[config.mk]
export PLATFORM = sky130hd
export DESIGN_NAME = tmr_pipe
export DESIGN_NICKNAME = d
export VERILOG_FILES = /design/src/rtl/tmr_pkg.sv /design/src/rtl/tmr_voter.sv /design/src/rtl/tmr_rank.sv /design/src/rtl/tmr_diverge.sv /design/src/rtl/tmr_pipe.sv
export SDC_FILE = /design/constraint.sdc
export NUM_CORES = 1
export LEC_CHECK = 0
export BUFFER_PORTS_ARGS = -buffer_cell sky130_fd_sc_hd__clkbuf_2
export CORE_UTILIZATION = 45
export DETAILED_ROUTE_END_ITERATION = 8
export MAX_ROUTING_LAYER = met4
export PLACE_DENSITY_LB_ADDON = 0.08
export RECOVER_POWER = 100
export SLEW_MARGIN = 10
export SYNTH_ARGS = -nofsm -noshare
export SYNTH_HDL_FRONTEND = slang
export SYNTH_HIERARCHICAL = 1
export SYNTH_SLANG_ARGS = --single-unit
export TNS_END_PERCENT = 5
[constraint.sdc]
create_clock -name clk -period 4.5 [get_ports clk]
set_clock_uncertainty 0.1 [all_clocks]
set_input_delay 0.675 -clock clk [delete_from_list [all_inputs] [get_ports clk]]
set_output_delay 0.675 -clock clk [all_outputs]
set_load 0.02 [all_outputs]
[src/rtl/tmr_pkg.sv]
package tmr_pkg;
  typedef enum logic [0:0] {
    TMR_LOCAL       = 1'b0,
    TMR_DISTRIBUTED = 1'b1
  } tmr_scheme_e;

  localparam int unsigned NCOPY = 3;
endpackage

[src/rtl/tmr_voter.sv]
module tmr_voter #(
  parameter int unsigned W = 16
) (
  input  logic [W-1:0] a,
  input  logic [W-1:0] b,
  input  logic [W-1:0] c,
  output logic [W-1:0] y
);
  assign y = (a & b) | (b & c) | (c & a);

  // when two inputs agree the output must follow them
  always_comb begin
    if (a == b) p_two_agree_r1: assert (y == a);
    if (b == c) p_two_agree_bc_r1: assert (y == b);
  end
endmodule

[src/rtl/tmr_rank.sv]
module tmr_rank
  import tmr_pkg::*;
#(
  parameter int unsigned W      = 16,
  parameter int unsigned IDX    = 0,
  parameter tmr_scheme_e SCHEME = TMR_DISTRIBUTED
) (
  input  logic                 clk,
  input  logic                 rst,
  input  logic                 en,
  input  logic [2:0][W-1:0]    d,
  input  logic [2:0]           dv,
  input  logic [2:0]           inj_hit,
  input  logic [W-1:0]         inj_mask,
  output logic [2:0][W-1:0]    q,
  output logic [2:0]           qv
);
  localparam logic [W-1:0] RANK_KEY = W'(IDX + 1);

  function automatic logic [W-1:0] xform(input logic [W-1:0] x);
    return {x[W-2:0], x[W-1]} ^ RANK_KEY;
  endfunction

  logic [2:0][W-1:0] fx;
  logic [2:0][W-1:0] nxt;

  generate
    if (SCHEME == TMR_LOCAL) begin : g_shared
      // one transform, fanned out to all three copies
      logic [W-1:0] f_one;
      assign f_one = xform(d[0]);
      for (genvar c = 0; c < NCOPY; c++) begin : g_fan
        assign fx[c] = f_one;
      end
    end else begin : g_split
      for (genvar c = 0; c < NCOPY; c++) begin : g_copy
        assign fx[c] = xform(d[c]);
      end
    end
  endgenerate

  generate
    for (genvar c = 0; c < NCOPY; c++) begin : g_reg
      assign nxt[c] = (en ? fx[c] : q[c]) ^ (inj_hit[c] ? inj_mask : '0);
      always_ff @(posedge clk) begin
        if (rst) begin
          q[c]  <= '0;
          qv[c] <= 1'b0;
        end else begin
          q[c]  <= nxt[c];
          qv[c] <= en ? dv[c] : qv[c];
        end
      end
    end
  endgenerate

  // reset leaves every copy at zero
  p_reset_clear_r5: assert property (@(posedge clk)
    $past(rst) |-> (q == '0 && qv == '0));

  // a held rank without injection keeps its contents
  p_hold_r4: assert property (@(posedge clk) disable iff (rst)
    (!en && inj_hit == '0) |=> ($stable(q) && $stable(qv)));

  // agreeing inputs and no injection give agreeing copies
  p_copies_agree_r9: assert property (@(posedge clk) disable iff (rst)
    (en && inj_hit == '0 && d[0] == d[1] && d[1] == d[2])
      |=> (q[0] == q[1] && q[1] == q[2]));
endmodule

[src/rtl/tmr_diverge.sv]
module tmr_diverge #(
  parameter int unsigned W      = 16,
  parameter int unsigned STAGES = 4
) (
  input  logic [2:0][W-1:0] q [STAGES],
  output logic [2:0]        mismatch
);
  logic [W-1:0] maj  [STAGES];
  logic [2:0]   odd  [STAGES];

  generate
    for (genvar k = 0; k < STAGES; k++) begin : g_rank
      tmr_voter #(.W(W)) u_ref (
        .a(q[k][0]), .b(q[k][1]), .c(q[k][2]), .y(maj[k])
      );
      for (genvar c = 0; c < 3; c++) begin : g_cmp
        assign odd[k][c] = (q[k][c] != maj[k]);
      end
    end
  endgenerate

  always_comb begin
    mismatch = '0;
    for (int k = 0; k < STAGES; k++) mismatch |= odd[k];
  end
endmodule

[src/rtl/tmr_pipe.sv]
module tmr_pipe
  import tmr_pkg::*;
#(
  parameter int unsigned W      = 16,
  parameter int unsigned STAGES = 4,
  parameter tmr_scheme_e SCHEME = TMR_DISTRIBUTED,
  localparam int unsigned RANK_W = (STAGES > 1) ? $clog2(STAGES) : 1
) (
  input  logic              clk,
  input  logic              rst,
  input  logic              in_valid,
  output logic              in_ready,
  input  logic [W-1:0]      in_data,
  output logic              out_valid,
  input  logic              out_ready,
  output logic [W-1:0]      out_data,
  output logic [2:0]        mismatch,
  input  logic              inj_en,
  input  logic [1:0]        inj_copy,
  input  logic [RANK_W-1:0] inj_rank,
  input  logic [W-1:0]      inj_mask
);
  logic              adv;
  logic [2:0][W-1:0] rd  [STAGES];
  logic [2:0]        rvd [STAGES];
  logic [2:0][W-1:0] rq  [STAGES];
  logic [2:0]        rqv [STAGES];
  logic [2:0]        hit [STAGES];

  assign adv      = out_ready;
  assign in_ready = out_ready;

  generate
    for (genvar k = 0; k < STAGES; k++) begin : g_rank
      for (genvar c = 0; c < NCOPY; c++) begin : g_hit
        assign hit[k][c] = inj_en && (inj_rank == RANK_W'(k)) && (inj_copy == 2'(c));
      end

      if (k == 0) begin : g_in
        assign rd[k]  = {NCOPY{in_data}};
        assign rvd[k] = {NCOPY{in_valid}};
      end else if (SCHEME == TMR_LOCAL) begin : g_local
        logic [W-1:0] vd;
        logic         vv;
        tmr_voter #(.W(W)) u_vd (
          .a(rq[k-1][0]), .b(rq[k-1][1]), .c(rq[k-1][2]), .y(vd)
        );
        tmr_voter #(.W(1)) u_vv (
          .a(rqv[k-1][0]), .b(rqv[k-1][1]), .c(rqv[k-1][2]), .y(vv)
        );
        assign rd[k]  = {NCOPY{vd}};
        assign rvd[k] = {NCOPY{vv}};
      end else begin : g_dist
        for (genvar c = 0; c < NCOPY; c++) begin : g_vote
          tmr_voter #(.W(W)) u_vd (
            .a(rq[k-1][0]), .b(rq[k-1][1]), .c(rq[k-1][2]), .y(rd[k][c])
          );
          tmr_voter #(.W(1)) u_vv (
            .a(rqv[k-1][0]), .b(rqv[k-1][1]), .c(rqv[k-1][2]), .y(rvd[k][c])
          );
        end
      end

      tmr_rank #(.W(W), .IDX(k), .SCHEME(SCHEME)) u_rank (
        .clk(clk), .rst(rst), .en(adv),
        .d(rd[k]), .dv(rvd[k]),
        .inj_hit(hit[k]), .inj_mask(inj_mask),
        .q(rq[k]), .qv(rqv[k])
      );
    end
  endgenerate

  tmr_voter #(.W(W)) u_out_d (
    .a(rq[STAGES-1][0]), .b(rq[STAGES-1][1]), .c(rq[STAGES-1][2]), .y(out_data)
  );
  tmr_voter #(.W(1)) u_out_v (
    .a(rqv[STAGES-1][0]), .b(rqv[STAGES-1][1]), .c(rqv[STAGES-1][2]), .y(out_valid)
  );

  tmr_diverge #(.W(W), .STAGES(STAGES)) u_div (
    .q(rq), .mismatch(mismatch)
  );

  // a single outlier at a time under single-copy upsets
  p_one_outlier_r8: assert property (@(posedge clk) disable iff (rst)
    $onehot0(mismatch));

  // with all copies agreeing the voted output equals each copy
  p_clean_output_r7: assert property (@(posedge clk) disable iff (rst)
    (mismatch == '0) |-> (out_data == rq[STAGES-1][1] && out_valid == rqv[STAGES-1][2]));
endmodule

==> results of run 1 <==
layer usage:
| metal | GRT usage, % | part of all wire [%] | vias up |
|---|---|---|---|
| met4 | 7.467 | 2.7 | 0 |
| li1 | - | - | 5519 |
| met5 | - | 0 | - |
| met1 | 38.59 | 49 | 5398 |
| met3 | 3.634 | 4.7 | 70 |
| met2 | 42.52 | 44 | 236 |
flip-flops by register name, indices dropped and copies added, names as in the netlist:
name	cells
g_rank.u_rank/q	192
g_rank.u_rank/qv	12
worst max path at each step:
stage | startpoint | end | cells after the start
CTS | g_rank[1].u_rank/q[28]$_SDFF_PP0_ | mismatch[1] | 6
global placement | g_rank[1].u_rank/q[28]$_SDFF_PP0_ | mismatch[1] | 6
finish | g_rank[1].u_rank/q[28]$_SDFF_PP0_ | mismatch[1] | 6
detailed placement | g_rank[1].u_rank/q[28]$_SDFF_PP0_ | mismatch[1] | 6
floorplan | g_rank[1].u_rank/q[46]$_SDFF_PP0_ | mismatch[0] | 5
global route | g_rank[1].u_rank/q[26]$_SDFF_PP0_ | mismatch[1] | 6
cell type report:
class / count / area share (%)
Timing Repair Buffer: 78 / 2.836
Sequential cell: 204 / 25.43
Tap cell: 435 / 3.389
Clock inverter: 5 / 0.4830
Clock buffer: 39 / 4.861
Multi-Input combinational cell: 1329 / 63.01
cell usage in the layout (no fill, tap or decap), types with 2 or more instances in the layout:
cell type / count
xnor2_1: 369
mux2i_1: 189
clkbuf_1: 24
nand3b_1: 2
nor4_1: 12
maj3_2: 229
maj3_1: 5
buf_4: 12
clkbuf_2: 43
nand2_1: 193
clkinv_2: 2
bufinv_16: 2
o21ai_0: 15
nor3_2: 3
nand2b_1: 2
nor2b_1: 29
clkbuf_16: 27
nor2_1: 198
buf_12: 3
or3_1: 15
nand4_1: 51
dfxtp_1: 204
a21oi_1: 15
clkbuf_8: 6
critical path, stage by stage, from the launching register on:
cell and delay [ns]:
dfxtp_1 0.40, maj3_2 0.39, xnor2_1 0.36, nand4_1 0.27, nor4_1 0.63, nand4_1 0.27
clkbuf_2 0.23
per-stage QoR:
stage                     setup slack, ns  utilization [%]  std cells  cell area, um^2
after floorplan                     2.238                -       1606            14720
after global placement              1.244            47.85       2046            15250
after detailed placement            1.324            47.85       2046            15250
after CTS                          0.7406            50.54       2090            16110
after global routing               0.4928            50.38       2090            16060
final                              0.6493            50.38       2090            16060
where the power goes:
part / internal, mW / switching [mW] / total [mW]
registers: 1.87 / 0.131 / 2.00
logic: 0.288 / 0.384 / 0.672
clock network: 1.30 / 0.829 / 2.13
cell families after synthesis:
logic type      Yosys count  share of synthesized area (%)
mux                     189                          12.85
buf+inv                  73                          3.560
xor+xnor                369                          21.95
compound gates           30                          1.020
fa+ha+maj               234                          17.90
simple gates            507                          14.99
flops                   204                          27.74
==> flow_summary.toml, run 1 <==
[route]
drt_iter0_drc = 874
ant_nets = 0
post_drt_via_cell_ratio = 5.370
avgRoutedWirePerCell_um = 21.45
firstDrtPassIters = 5
remaining_drc_errors = 0
wl_um = 44820
via_count = 11223

[worst_hold_path]
min-delay-path-class = "reg2reg"
min_delay_worst_endpoint = "g_rank[3].u_rank/qv[1]$_SDFFE_PP0P_"
hold_start = "g_rank[3].u_rank/qv[1]$_SDFFE_PP0P_"
hold_depth = 2

[flow_run]
cap_viol_max_count = 1

[layout]
fin_nets = 1680
fillers = 3095
multi_input_area_um2 = 10120
area_growth_pct = 9.084
diodes = 0
drive_gt1_share_pct = 20.00
final-seq-area_um2 = 4084

[clock_tree]
postCtsHoldBufs = 0
clock_latency_ns = 0.54
cts_root_buffer = "clkbuf_16"
htree_levels = 1
cts_buffers = 26
clock_path_buffers = 3
cts_tree = "done"
cts.sinks = 204
cts_setup_buffers = 0
cts_resized = 0
path_clk_slew_ns = 0.06

[yosys]
ys_seq_elements = 204
yosysTopAreaCell = "dfxtp_1"
synth-edff-count = 0
synthTopCellsByCount = "xnor2_1 (369), maj3_2 (234), dfxtp_1 (204), nor2_1 (198), nand2_1 (193)"
ys.flop_type = "dfxtp_1"
yosysSeqAreaShare_pct = 27.74
syn_nets = 1647
synth-async-reset-ratio_pct = 0
syn-cell-area_um2 = 14720
syn_area_per_cell_um2 = 9.168
ys_types = 24
synthTopCellsByArea = "dfxtp_1 (28%), xnor2_1 (22%), maj3_2 (18%)"
synth_top_cell_area_share_pct = 27.74
synthMostInstantiatedCell = "xnor2_1"
yosysWarnings = 6
synth_cells = 1606

[sta]
final-hold-violation-count = 0
final_max_slew_viol_count = 104
fmax_ghz = 0.2597
fin_crit_sh_pct = 85.57
period_needed_ns = 3.851
maxSlewHeadroom_pct = -57.70
rsz0062_at_grt = "false"
fin_setup_tns_ns = 0
worst_slew_pin_slew_ns = 2.366
holdWs_ns = 0.4064
setup_viol = 0

[worst_setup_path]
path_class = "reg2out"
path_max_fanout = 6
worstPathRequired_ns = 3.72
worstSetupStartpointType = "flip-flop"
endpoint_kind = "primary output"
r2r-start = "g_rank[1].u_rank/q[47]$_SDFF_PP0_"
reg2reg_slack_ns = 2.92
r2r_cells = 4
worstPathArrival_ns = 3.08
r2r_end = "g_rank[2].u_rank/q[0]$_SDFF_PP0_"

[placed_design]
port_buffers = 61
finalWeightedCongestion = 0.9555
dp_hpwl_um = 32160

[pwr]
p_total_mw = 4.801
p_leak_nw = 5.856
p_per_area_nw_per_um2 = 298.9
vdd_drop_max_v = 0.0002534

[floorplanning]
core_um2 = 31880
num_io_pins = 62
dieArea_um2 = 33450
die_w_um = 182.9
die_h_um = 182.9
floorplan.initialDensity_pct = 46.19
rows = 65

[global_routing]
grt_pass1_wl_um = 67760
first_global_vias = 10738
antenna_found_initial = 0
grtUsageTotal_pct = 27.86
grt_max_degree = 109
overflow = 0

[run_status]
violations = "capacitance limit, slew limit"
outcome = "finished, violations left"
No activity file was read; power rests on OpenSTA's default activity.
==> run 2: changes to the inputs <==
--- a/config.mk
+++ b/config.mk
@@ -6,7 +6,9 @@
 export NUM_CORES = 1
 export LEC_CHECK = 0
 export BUFFER_PORTS_ARGS = -buffer_cell sky130_fd_sc_hd__clkbuf_2
-export CORE_UTILIZATION = 45
+export CELL_PAD_IN_SITES_DETAIL_PLACEMENT = 1
+export CELL_PAD_IN_SITES_GLOBAL_PLACEMENT = 2
+export CORE_UTILIZATION = 43
 export DETAILED_ROUTE_END_ITERATION = 8
 export MAX_ROUTING_LAYER = met4
 export PLACE_DENSITY_LB_ADDON = 0.08
==> run 2 against run 1 <==
- the run still ends with capacitance limit, slew limit left
- final area down 0.52%
- sequential share of layout area up 0.13 points
- die area grew 4.6%
- final cell count rose by 0.53%
- combinational power increased by 1%
- register-to-register slack worse by 0.02 ns
- fmax rose by 0.40%
- hold slack improved by 0.0073 ns
- wire length is 8.4% higher
- largest cell class unchanged
==> flow_summary.toml, run 2 (same netlist as run 1, synthesis figures left out) <==
[flow_run]
cap_viol_max_count = 4

[sta]
fmax_ghz = 0.2607
maxSlewHeadroom_pct = -52.91
setup_ws_ns = 0.6648
setup_viol = 0
fin_setup_tns_ns = 0
rsz0062_at_grt = "false"
final_max_slew_viol_count = 126
fin_crit_sh_pct = 85.23
final-hold-violation-count = 0
worst_slew_pin_slew_ns = 2.294
period_needed_ns = 3.835

[floorplanning]
die_w_um = 187.0
rows = 67
dieArea_um2 = 34990
die_h_um = 187.0
num_io_pins = 62
core_um2 = 33620
floorplan.initialDensity_pct = 43.80

[layout]
top_regs = "g_rank.u_rank/q: 192 flops, g_rank.u_rank/qv: 12 flops"
largest_reg_flops = 192
largest-register = "g_rank.u_rank/q"
fillers = 3944
final_cell_mix = "xnor2_1 (369), maj3_2 (230), dfxtp_1 (204)"
fin_nets = 1681
final_common_cell = "xnor2_1"
diodes = 0
area_growth_pct = 8.514
drive_gt1_share_pct = 19.54

[worst_setup_path]
path_class = "in2reg"
path_max_fanout = 74
reg2reg_slack_ns = 2.90
worstPathRequired_ns = 4.86
worstPathArrival_ns = 4.20
startpoint = "out_ready"
r2r_cells = 4
worstSetupStartpointType = "input port"
r2r-start = "g_rank[1].u_rank/q[47]$_SDFF_PP0_"
crit_end = "g_rank[2].u_rank/q[0]$_SDFF_PP0_"
cp_cell_sequence = "clkbuf_2 -> clkbuf_4 -> nor2b_1 -> or3_1 -> a21oi_1"
endpoint_kind = "flip-flop"
worst_path_largest_cell_delay_ns = 1.59
critPathSlowestCell = "clkbuf_2"
r2r_end = "g_rank[2].u_rank/q[32]$_SDFF_PP0_"

[clock_tree]
clock_latency_ns = 0.53
clock_path_buffers = 3
cts.sinks = 204
cts_resized = 0
path_clk_slew_ns = 0.06
postCtsHoldBufs = 0
htree_levels = 1
cts_setup_buffers = 0
cts_tree = "done"
cts_buffers = 26
cts_root_buffer = "clkbuf_16"

[global_routing]
overflow = 0
grtUsageMet3_pct = 3.152
busiest_layer = "met2"
grt_pass1_wl_um = 73690
use_met2_pct = 45.42
antenna_found_initial = 0
grtUsageTotal_pct = 28.62
grt_max_degree = 84
first_global_vias = 11583
grt_use_met1_pct = 38.85

[run_status]
outcome = "finished, violations left"
violations = "capacitance limit, slew limit"

[pwr]
p_int_mw = 3.380
vdd_drop_max_v = 0.0003617
switching_share_pct = 28.60
power_frac_seq_pct = 42.4
clockPowerShare_pct = 43.2
p_per_area_nw_per_um2 = 296.3
switching_power_mw = 1.354
combPwrFrac_pct = 14.4
p_leak_nw = 5.801

[route]
remaining_drc_errors = 0
avgRoutedWirePerCell_um = 23.13
via_count = 11527
drt_iter0_drc = 727
post_drt_via_cell_ratio = 5.486
wl_um = 48590
ant_nets = 0
firstDrtPassIters = 5

[placed_design]
finalWeightedCongestion = 0.9892
port_buffers = 61
pre_cts_ws_ns = 1.338
dp_hpwl_um = 35510

[worst_hold_path]
hold_depth = 2
min-delay-path-class = "reg2reg"
-- run 2: changes by cell type in the layout (fill, tap and decap cells not counted), sizes merged --
cell,delta
buf,-7
bufinv,-1
clkbuf,+7
clkinvlp,-1
-- run 2: worst min-delay path by stage --
| stage | from | endpoint |
|---|---|---|
| floorplan | g_rank[3].u_rank/qv[0]$_SDFFE_PP0P_ | g_rank[3].u_rank/qv[0]$_SDFFE_PP0P_ |
| global placement | g_rank[3].u_rank/qv[1]$_SDFFE_PP0P_ | g_rank[3].u_rank/qv[1]$_SDFFE_PP0P_ |
| detailed placement | g_rank[3].u_rank/qv[1]$_SDFFE_PP0P_ | g_rank[3].u_rank/qv[1]$_SDFFE_PP0P_ |
| CTS | in_valid | g_rank[0].u_rank/qv[0]$_SDFFE_PP0P_ |
| global route | in_valid | g_rank[0].u_rank/qv[1]$_SDFFE_PP0P_ |
| finish | g_rank[3].u_rank/qv[1]$_SDFFE_PP0P_ | g_rank[3].u_rank/qv[1]$_SDFFE_PP0P_ |
-- run 2: cell type report --
| cell class | count | area, um^2 | share of cell area [%] |
|---|---|---|---|
| Tap cell | 448 | 560.5 | 3.508 |
| Sequential cell | 204 | 4084 | 25.56 |
| Multi-Input combinational cell | 1329 | 10120 | 63.34 |
| Clock inverter | 3 | 40.04 | 0.2506 |
| Timing Repair Buffer | 79 | 405.4 | 2.537 |
| Clock buffer | 38 | 767.0 | 4.800 |
-- run 2: worst max-delay path: cells and delay by family --
kind | cells | cell delay, ns
buffers and inverters | 2 | 2.80
AND/OR/NAND/NOR | 2 | 0.53
AO/OA/AOI/OAI | 1 | 0.12
-- run 2: metal layers --
metal  up-vias  routed length, um
met5         -                  0
li1       5498                  -
met4         0               1241
met2       243              21920
met3        63               2011
met1      5723              23410
-- run 2: power by group through the flow --
stage	Combinational, mW	Clock (mW)	Sequential, mW
final	0.681	2.05	2.01
after detailed placement	0.674	0	2.04
after CTS	0.677	2.09	2.00
after global placement	0.667	0	2.04
after floorplan	0.479	0	2.00
after global routing	0.727	2.17	2.02
-- run 2: per-stage QoR --
stage | hold slack [ns] | utilization, % | cell area [um^2] | std cells | total power, mW
after floorplan | 0.3676 | - | 14720 | 1606 | 2.481
after global placement | 0.3862 | 45.37 | 15250 | 2060 | 2.705
after detailed placement | 0.4111 | 45.37 | 15250 | 2060 | 2.717
after CTS | 0.4032 | 47.77 | 16060 | 2101 | 4.774
after global routing | 0.4276 | 47.53 | 15980 | 2101 | 4.910
final | 0.4136 | 47.53 | 15980 | 2101 | 4.734
